--- config.mk ---
export PLATFORM = sky130hd
export DESIGN_NAME = bpp_port
export DESIGN_NICKNAME = d
export VERILOG_FILES = /design/src/rtl/bpp_pkg.sv /design/src/rtl/bpp_regs.sv /design/src/rtl/bpp_sync.sv /design/src/rtl/bpp_link.sv /design/src/rtl/bpp_pad_mux.sv /design/src/rtl/bpp_port.sv
export SDC_FILE = /design/constraint.sdc
export NUM_CORES = 1
export LEC_CHECK = 0
export BUFFER_PORTS_ARGS = -buffer_cell sky130_fd_sc_hd__buf_2
export CORE_UTILIZATION = 40
export CTS_CLUSTER_DIAMETER = 50
export CTS_CLUSTER_SIZE = 8
export DETAILED_ROUTE_END_ITERATION = 6
export GPL_ROUTABILITY_DRIVEN = 0
export PLACE_DENSITY = 0.76
export SYNTH_ARGS = -nofsm -noshare
export SYNTH_HDL_FRONTEND = slang
export SYNTH_SLANG_ARGS = --single-unit
--- constraint.sdc ---
create_clock -name clk -period 1.9 [get_ports clk]
set_input_delay 0.38 -clock clk [delete_from_list [all_inputs] [get_ports clk]]
set_output_delay 0.38 -clock clk [all_outputs]
set_load 0.1 [all_outputs]
--- src/rtl/bpp_pkg.sv ---
package bpp_pkg;

    typedef enum logic [1:0] {
        LK_IDLE = 2'd0,
        LK_ACK  = 2'd1,
        LK_TURN = 2'd2,
        LK_MEM  = 2'd3
    } link_state_e;

    localparam int unsigned OFS_REDIR = 0;
    localparam int unsigned OFS_DIR   = 4;
    localparam int unsigned OFS_MODE  = 8;

endpackage

--- src/rtl/bpp_regs.sv ---
module bpp_regs
    import bpp_pkg::*;
#(
    parameter int AW = 4,
    parameter int RW = 32
) (
    input  logic          clk,
    input  logic          rst_n,
    input  logic          reg_en,
    input  logic          reg_we,
    input  logic [AW-1:0] reg_addr,
    input  logic          reg_wbit,
    output logic [RW-1:0] reg_rdata,
    output logic          redir_q,
    output logic          dir_q,
    output logic          mode_q
);

    localparam logic [AW-1:0] A_REDIR = AW'(OFS_REDIR);
    localparam logic [AW-1:0] A_DIR   = AW'(OFS_DIR);
    localparam logic [AW-1:0] A_MODE  = AW'(OFS_MODE);

    logic wr_go;
    assign wr_go = reg_en && reg_we;

    always_ff @(posedge clk or negedge rst_n) begin
        if (!rst_n) begin
            redir_q <= 1'b0;
            dir_q   <= 1'b0;
            mode_q  <= 1'b0;
        end else if (wr_go) begin
            if (reg_addr == A_REDIR) redir_q <= reg_wbit;
            if (reg_addr == A_DIR)   dir_q   <= reg_wbit;
            if (reg_addr == A_MODE)  mode_q  <= reg_wbit;
        end
    end

    always_comb begin
        reg_rdata = '0;
        if (reg_en && !reg_we) begin
            unique case (reg_addr)
                A_REDIR: reg_rdata[0] = redir_q;
                A_DIR:   reg_rdata[0] = dir_q;
                A_MODE:  reg_rdata[0] = mode_q;
                default: reg_rdata    = '0;
            endcase
        end
    end

    // without a write strobe the control bits never move
    p_reg_keep_r2: assert property (@(posedge clk) disable iff (!rst_n)
        !wr_go |=> $stable({redir_q, dir_q, mode_q}));

endmodule

--- src/rtl/bpp_sync.sv ---
module bpp_sync #(
    parameter int STAGES = 2
) (
    input  logic clk,
    input  logic rst_n,
    input  logic d_async,
    output logic d_sync
);

    logic [STAGES-1:0] chain;

    for (genvar g = 0; g < STAGES; g++) begin : g_stage
        if (g == 0) begin : g_first
            always_ff @(posedge clk or negedge rst_n) begin
                if (!rst_n) chain[0] <= 1'b0;
                else        chain[0] <= d_async;
            end
        end else begin : g_next
            always_ff @(posedge clk or negedge rst_n) begin
                if (!rst_n) chain[g] <= 1'b0;
                else        chain[g] <= chain[g-1];
            end
        end
    end

    assign d_sync = chain[STAGES-1];

endmodule

--- src/rtl/bpp_link.sv ---
module bpp_link
    import bpp_pkg::*;
#(
    parameter int DW = 8
) (
    input  logic          clk,
    input  logic          rst_n,
    input  logic          req_s,
    input  logic          mode_mem,
    input  logic          redir_hit,
    input  logic          dir_req,
    input  logic [DW-1:0] tx_data,
    input  logic          tx_valid,
    output logic          tx_ready,
    output logic [DW-1:0] rx_data,
    output logic          rx_valid,
    input  logic          rx_ready,
    input  logic [DW-1:0] pad_in,
    output logic [DW-1:0] link_out,
    output logic          link_oe,
    output logic          ack,
    output logic          busy
);

    link_state_e state_q, state_d;
    logic        dir_act;
    logic        tx_pend;
    logic [DW-1:0] tx_buf;
    logic        can_move;
    logic        start_xfer;
    logic        end_xfer;

    assign can_move   = dir_act ? tx_pend : !rx_valid;
    assign start_xfer = (state_q == LK_IDLE) && (state_d == LK_ACK);
    assign end_xfer   = (state_q == LK_ACK) && (state_d == LK_IDLE);

    // state register
    always_ff @(posedge clk or negedge rst_n) begin
        if (!rst_n) state_q <= LK_IDLE;
        else        state_q <= state_d;
    end

    // next state
    always_comb begin
        state_d = state_q;
        unique case (state_q)
            LK_IDLE: begin
                if (mode_mem)                                 state_d = LK_MEM;
                else if (dir_req != dir_act)                  state_d = LK_TURN;
                else if (!redir_hit && req_s && can_move)     state_d = LK_ACK;
            end
            LK_ACK: begin
                if (mode_mem)    state_d = LK_MEM;
                else if (!req_s) state_d = LK_IDLE;
            end
            LK_TURN: begin
                if (mode_mem) state_d = LK_MEM;
                else          state_d = LK_IDLE;
            end
            LK_MEM: begin
                if (!mode_mem) state_d = LK_TURN;
            end
            default: state_d = LK_IDLE;
        endcase
    end

    // outputs
    always_comb begin
        ack      = 1'b0;
        link_oe  = 1'b0;
        busy     = 1'b0;
        unique case (state_q)
            LK_IDLE: link_oe = dir_act;
            LK_ACK: begin
                ack     = 1'b1;
                busy    = 1'b1;
                link_oe = dir_act;
            end
            LK_TURN: link_oe = 1'b0;
            LK_MEM:  link_oe = 1'b0;
            default: link_oe = 1'b0;
        endcase
        tx_ready = dir_act && dir_req && !mode_mem && !tx_pend;
    end

    assign link_out = tx_buf;

    // active direction only changes in the turnaround state
    always_ff @(posedge clk or negedge rst_n) begin
        if (!rst_n)                  dir_act <= 1'b0;
        else if (state_q == LK_TURN) dir_act <= dir_req;
    end

    // send holding register
    always_ff @(posedge clk or negedge rst_n) begin
        if (!rst_n) begin
            tx_pend <= 1'b0;
            tx_buf  <= '0;
        end else if (tx_valid && tx_ready) begin
            tx_pend <= 1'b1;
            tx_buf  <= tx_data;
        end else if (end_xfer && dir_act) begin
            tx_pend <= 1'b0;
        end
    end

    // receive holding register
    always_ff @(posedge clk or negedge rst_n) begin
        if (!rst_n) begin
            rx_valid <= 1'b0;
            rx_data  <= '0;
        end else if (start_xfer && !dir_act) begin
            rx_valid <= 1'b1;
            rx_data  <= pad_in;
        end else if (rx_valid && rx_ready) begin
            rx_valid <= 1'b0;
        end
    end

    // a change of active direction follows a cycle with drivers off
    p_turn_gap_r10: assert property (@(posedge clk) disable iff (!rst_n)
        (dir_act != $past(dir_act)) |-> !$past(link_oe));

    // direction is frozen while the acknowledge is up
    p_dir_hold_r10: assert property (@(posedge clk) disable iff (!rst_n)
        (ack && $past(ack)) |-> $stable(dir_act));

    // an unread byte is neither lost nor overwritten
    p_rx_hold_r8: assert property (@(posedge clk) disable iff (!rst_n)
        (rx_valid && !rx_ready) |=> (rx_valid && $stable(rx_data)));

    // ready only with an empty send register
    p_tx_ready_r6: assert property (@(posedge clk) disable iff (!rst_n)
        tx_ready |-> !tx_pend);

    // acknowledge only rises on a synchronized request
    p_ack_req_r7: assert property (@(posedge clk) disable iff (!rst_n)
        $rose(ack) |-> $past(req_s));

endmodule

--- src/rtl/bpp_pad_mux.sv ---
module bpp_pad_mux #(
    parameter int DW = 8
) (
    input  logic          mode_mem,
    input  logic          redir_on,
    input  logic          mem_bank2,
    input  logic          link_busy,
    input  logic [DW-1:0] mem_wdata,
    input  logic          mem_oe,
    input  logic [DW-1:0] link_out,
    input  logic          link_oe,
    input  logic [DW-1:0] pad_in,
    output logic [DW-1:0] pad_out,
    output logic          pad_oe,
    output logic [DW-1:0] mem_rdata,
    output logic          mem_grant
);

    logic mem_own;

    assign mem_own   = mode_mem || (redir_on && mem_bank2 && !link_busy);
    assign mem_grant = mem_own;
    assign pad_out   = mem_own ? mem_wdata : link_out;
    assign pad_oe    = mem_own ? mem_oe    : link_oe;
    assign mem_rdata = pad_in;

endmodule

--- src/rtl/bpp_port.sv ---
module bpp_port
    import bpp_pkg::*;
#(
    parameter int DW          = 8,
    parameter int AW          = 4,
    parameter int RW          = 32,
    parameter int SYNC_STAGES = 2
) (
    input  logic          clk,
    input  logic          rst_n,
    input  logic          reg_en,
    input  logic          reg_we,
    input  logic [AW-1:0] reg_addr,
    input  logic          reg_wbit,
    output logic [RW-1:0] reg_rdata,
    input  logic [DW-1:0] mem_wdata,
    input  logic          mem_oe,
    input  logic          mem_bank2,
    output logic [DW-1:0] mem_rdata,
    output logic          mem_grant,
    input  logic [DW-1:0] tx_data,
    input  logic          tx_valid,
    output logic          tx_ready,
    output logic [DW-1:0] rx_data,
    output logic          rx_valid,
    input  logic          rx_ready,
    output logic [DW-1:0] pad_out,
    output logic          pad_oe,
    input  logic [DW-1:0] pad_in,
    input  logic          ext_req,
    output logic          ack_out
);

    logic          redir_q, dir_q, mode_q;
    logic          req_s;
    logic [DW-1:0] link_out;
    logic          link_oe;
    logic          link_busy;

    bpp_regs #(.AW(AW), .RW(RW)) u_regs (
        .clk      (clk),
        .rst_n    (rst_n),
        .reg_en   (reg_en),
        .reg_we   (reg_we),
        .reg_addr (reg_addr),
        .reg_wbit (reg_wbit),
        .reg_rdata(reg_rdata),
        .redir_q  (redir_q),
        .dir_q    (dir_q),
        .mode_q   (mode_q)
    );

    bpp_sync #(.STAGES(SYNC_STAGES)) u_sync (
        .clk    (clk),
        .rst_n  (rst_n),
        .d_async(ext_req),
        .d_sync (req_s)
    );

    bpp_link #(.DW(DW)) u_link (
        .clk      (clk),
        .rst_n    (rst_n),
        .req_s    (req_s),
        .mode_mem (mode_q),
        .redir_hit(redir_q && mem_bank2),
        .dir_req  (dir_q),
        .tx_data  (tx_data),
        .tx_valid (tx_valid),
        .tx_ready (tx_ready),
        .rx_data  (rx_data),
        .rx_valid (rx_valid),
        .rx_ready (rx_ready),
        .pad_in   (pad_in),
        .link_out (link_out),
        .link_oe  (link_oe),
        .ack      (ack_out),
        .busy     (link_busy)
    );

    bpp_pad_mux #(.DW(DW)) u_mux (
        .mode_mem (mode_q),
        .redir_on (redir_q),
        .mem_bank2(mem_bank2),
        .link_busy(link_busy),
        .mem_wdata(mem_wdata),
        .mem_oe   (mem_oe),
        .link_out (link_out),
        .link_oe  (link_oe),
        .pad_in   (pad_in),
        .pad_out  (pad_out),
        .pad_oe   (pad_oe),
        .mem_rdata(mem_rdata),
        .mem_grant(mem_grant)
    );

    // a settled memory-interface mode keeps the acknowledge inactive
    p_ack_mem_r4: assert property (@(posedge clk) disable iff (!rst_n)
        (mode_q && $past(mode_q)) |-> !ack_out);

    // memory-interface mode hands the pads to the memory controller
    p_mem_own_r3: assert property (@(posedge clk) disable iff (!rst_n)
        mode_q |-> mem_grant);

endmodule

; ---- After elaboration in Yosys (flattened, before gate mapping)
; Index checks and enable logic that the tools add are counted.
[word_totals]
register_bits = 26
output_inout_bits = 61
[op_classes]
reduce_logical = 33
mux = 19
n_eq_ne = 7
[ops]
columns = operator, count
row1 = $logic_and 1x1->1, 15
row2 = $mux 2, 7
row3 = $mux 1, 8
row4 = $mux 8, 1
row5 = $pmux 2 s4, 1
row6 = $logic_not 1->1, 7
row7 = $reduce_and 2->1, 3
row8 = $eq 2x1->1 const B, 2
row9 = $eq 2x2->1 const B, 2
row10 = $eq 4x3->1 const B, 1
row11 = $eq 4x4->1 const B, 1
row12 = $logic_not 2->1, 2
row13 = $logic_not 4->1, 1
row14 = $reduce_bool 2->1, 2
row15 = $reduce_or 2->1, 2
row16 = $pmux 1 s3, 1
row17 = $pmux 1 s2, 1
row18 = $logic_or 1x1->1, 1
row19 = $ne 1x1->1, 1

; ---- Depth between registers and ports, before layout
[logic_depth]
ltp_word = 13
depth_mapped = 5
mapped_depth_nobuf = 4

; ---- Cells and area by module
; Synthesis repeated with hierarchy kept, for this count alone.
[hier_totals]
hier_cells = 163
area_unflattened_um2 = 1779.2
[modules_own_cells]
columns = mod, area_each_um2, cells_each, n_inst
row1 = bpp_link, 935.9, 62, 1
row2 = bpp_regs, 439.2, 47, 1
row3 = bpp_pad_mux, 347.8, 51, 1
row4 = bpp_sync, 50.0, 2, 1
row5 = bpp_port, 6.3, 1, 1

; ---- Least setup slack after synthesis
; No wires, ideal clock.
[synth_path]
path_kind = reg-to-reg
start = register u_link.dir_act
end = register u_link.tx_buf[0] (netlist: u_link.link_out[0])
n_path_buf = 1
stages_incl_launch_ff = 6
t_arrival_ps = 3550
t_required_ps = 1775
setup_ps = 125
slack_ps = -1774
cell_sequence = dfrtp_1 -> ha_1 -> nor3b_1 -> and2_1 -> buf_4 -> mux2_2
[synth_between]
elab_chain_len = 4
[synth_lines]
columns = item, line_no
row1 = "start, declared", bpp_link.sv:26  ; logic dir_act;
row2 = "start signal, assigned", bpp_link.sv:91  ; else if (state_q == LK_TURN) dir_act <= dir_req;
row3 = $logic_and 1x1->1 (3 in a row), bpp_link.sv:83  ; tx_ready = dir_act && dir_req && !mode_mem && !tx_pend;
row4 = named net tx_ready, bpp_port.sv:23  ; output logic tx_ready,
row5 = $logic_and 1x1->1, bpp_link.sv:99  ; end else if (tx_valid && tx_ready) begin
row6 = "end signal, assigned", bpp_link.sv:101  ; tx_buf <= tx_data;
row7 = "end, declared", bpp_link.sv:28  ; logic [DW-1:0] tx_buf;
; The timed path passes the listed nets, and every way through them passes these cells.
; A chain may end at the register's enable or synchronous reset.

; ---- Worst setup path after layout
[layout_path]
start = register u_link.state_q[1]
end = output port pad_out[4]
[layout_between]
elab_chain_len = 6
[layout_lines]
columns = item, line_no
row1 = "start, declared", bpp_link.sv:25  ; link_state_e state_q, state_d;
row2 = "start signal, assigned", bpp_link.sv:40  ; else state_q <= state_d;
row3 = $eq 2x1->1, bpp_link.sv:72  ; unique case (state_q)
row4 = $mux 1, bpp_link.sv:72
row5 = $logic_not 1->1, bpp_pad_mux.sv:21  ; assign mem_own = mode_mem || (redir_on && mem_bank2 && !link_busy);
row6 = $logic_and 1x1->1, bpp_pad_mux.sv:21
row7 = $logic_or 1x1->1, bpp_pad_mux.sv:21
row8 = $mux 8, bpp_pad_mux.sv:23  ; assign pad_out = mem_own ? mem_wdata : link_out;
row9 = "end, declared", bpp_port.sv:27  ; output logic [DW-1:0] pad_out,
; Every way passes these cells.

==> results.json <==
{
  "status": "finished, violations left",
  "violations": "negative setup slack",
  "ant_nets": 0,
  "max_slew_margin": 0.6149,
  "cts-root-buf": "clkbuf_8",
  "htreeDepth": 1,
  "clock-sinks": 26,
  "place_ws_ns": 0.02593,
  "hold_viol_final": 0,
  "synth_fa_ha_area_frac": 0.008183,
  "drt_iter0_markers": 29,
  "drv_cap": 0,
  "core_area_sq_um": 3661,
  "synth_xor_area_frac": 0,
  "cp.arrival_ns": 1.62,
  "setup_viol": 9,
  "clk-insertion-delay-late_ns": 0.27,
  "nFillCells": 334,
  "start_kind": "flop",
  "holdCritPathClass": "in -> async",
  "yosys.area.top_type_share": 0.4255,
  "rows": 22,
  "critPathLaunch": "u_link.state_q[1]",
  "layout_commonest_cell": "buf_2",
  "multiInputGateArea_sq_um": 800.8,
  "synth_largest_area_cell": "dfrtp_1",
  "start_util": 0.4176,
  "syn_avg_cell_area_sq_um": 11.76,
  "timing.rr.end": "u_link.rx_data[0]",
  "syn2layout_area_growth_pct": 39.36,
  "muxShareOfSynthArea": 0.2209,
  "ys_seq_area_frac": 0.4255,
  "clk_path_buf_depth": 2,
  "grt.overflow.total": 0,
  "grt_pass1_wl_mm": 4.726,
  "cts_tree": "done",
  "boundaryPins": 99,
  "fmax_ghz": 0.4988,
  "vias_per_cell": 4.543,
  "final_cell_mix": "buf_2, conb_1, dfrtp_1, mux2_2, buf_12",
  "wirelength_mm": 2.993,
  "grt_pass1_vias": 997,
  "r2r_start": "u_regs.dir_q",
  "synth-compound-area-share": 0.03110,
  "synth_area_sq_um": 1529,
  "grt_max_degree": 27,
  "r2r_slack_ns": 0.13,
  "nNetsFinal": 239,
  "synth.area.top_cells": "dfrtp_1, mux2_2, buf_4",
  "diodes": 0,
  "ys_warn_count": 0,
  "synth.distinct_cells": 26,
  "finalWorstSetupSlack_ns": -0.1048,
  "rr_worst_depth": 4,
  "cp.required_ns": 1.52,
  "die_w_microns": 63.83,
  "clkTransAtPathRegs_ns": 0.09,
  "layout-drive-gt1-share": 0.5980,
  "cts-buffers-inserted": 3,
  "yosys.area_share.simple": 0.1056,
  "period_minus_slack_ns": 2.005,
  "drtPass1Iterations": 4,
  "wl_per_cell_microns": 12.12,
  "fin_crit_sh": 1.055,
  "setup.worst_path.class": "reg -> out",
  "track_usage": 0.1501,
  "slew_viol_final": 0,
  "post-route-util": 0.5820,
  "synth_top_family_by_area": "multiplexers",
  "tightest_slew_ns": 0.5777,
  "ctsHoldBuffers": 0,
  "seq_area_sq_um": 651.9,
  "rsz0062_at_grt": "true",
  "die-area_sq_um": 4074,
  "antenna_found_initial": 0,
  "syn_inst": 130,
  "io_buffers": 67,
  "drc_errors": 0,
  "path_max_fanout": 5,
  "crit_end": "pad_out[4]",
  "dpl.hpwl_mm": 2.149,
  "clock_skew_ns": 0.005183,
  "die_y_microns": 63.83,
  "synth_seq_cells": 26,
  "vias": 1122,
  "end_kind": "primary output"
}
-- routing by layer --
layer  share of wire  GRT usage  up-vias
li1                -          -      524
met1            0.43     0.1891      533
met2            0.50     0.2447       63
met3           0.066    0.03571        2
met4          0.0053    0.06250        0
met5               0          0        -
-- Yosys cell counts (all sizes together) --
cell type  number
buf            41
mux2           30
dfrtp          26
nand2           4
nor2            3
nor2b           3
a21oi           2
and2            2
inv             2
nand3           2
nand4b          2
nor3b           2
nor4b           2
a21o            1
a22oi           1
conb            1
ha              1
nand4           1
nor3            1
o211ai          1
o21ai           1
o21ba           1
-- sequential cells by signal (all words and copies together), names as in the netlist --
| register | count |
|---|---|
| u_link.dir_act | 1 |
| u_link.link_out | 8 |
| u_link.rx_data | 8 |
| u_link.rx_valid | 1 |
| u_link.state_q | 2 |
| u_link.tx_pend | 1 |
| u_regs.dir_q | 1 |
| u_regs.mode_q | 1 |
| u_regs.redir_q | 1 |
| u_sync.chain | 1 |
| u_sync.d_sync | 1 |
-- worst max-delay path, cell delays in order (launching register included) --
cell	delay (ns)
dfrtp_1	0.43
nor2b_4	0.18
o21ba_4	0.25
mux2_4	0.33
buf_12	0.17
-- how the worst min path moves through the flow --
stage	from	end	slack (ns)	cells past startpoint
floorplan	rst_n	u_link.dir_act	0.08	0
global placement	u_sync.chain[0]	u_sync.d_sync	0.33	0
detailed placement	u_sync.chain[0]	u_sync.d_sync	0.34	0
CTS	rst_n	u_link.rx_data[6]	0.11	1
global route	rst_n	u_link.rx_data[1]	0.14	1
finish	rst_n	u_link.rx_data[6]	0.1	1
-- cells by family (layout without fill, tap and decap cells) --
family | Yosys count | after routing
compound gates | 7 | 8
fa+ha+maj | 1 | 1
buf+inv | 43 | 80
flops | 26 | 26
mux | 30 | 30
other cells | 1 | 31
simple gates | 22 | 23
-- through the flow --
step / area, sq um / TNS [ns] / hold slack, ns / instances
floorplan: 1727 / -5.443 / 0.08441 / 160
global placement: 1871 / 0 / 0.3346 / 239
detailed placement: 1871 / 0 / 0.3379 / 239
CTS: 2077 / -0.7960 / 0.1095 / 244
global route: 2131 / -1.122 / 0.1398 / 247
finish: 2131 / -0.7926 / 0.09676 / 247
-- cell type report --
type | instances | share of cell area
clock buffers | 4 | 0.02584
flip-flops and latches | 26 | 0.3059
well taps | 48 | 0.02819
repair buffers | 74 | 0.2607
inverters | 2 | 0.003523
multi-input cells | 93 | 0.3758
-- what timing repair did --
action | CTS | global route
cloned | 1 | 1
endpoints found under the hold margin | 0 | 0
endpoints found under the setup margin | 9 | 12
pin swaps | 0 | 4
setup buffers | 0 | 2
resized for setup | 37 | 5
Power is not shown: default switching activity piles up to over one toggle a cycle in this logic, so the estimate is an artifact.
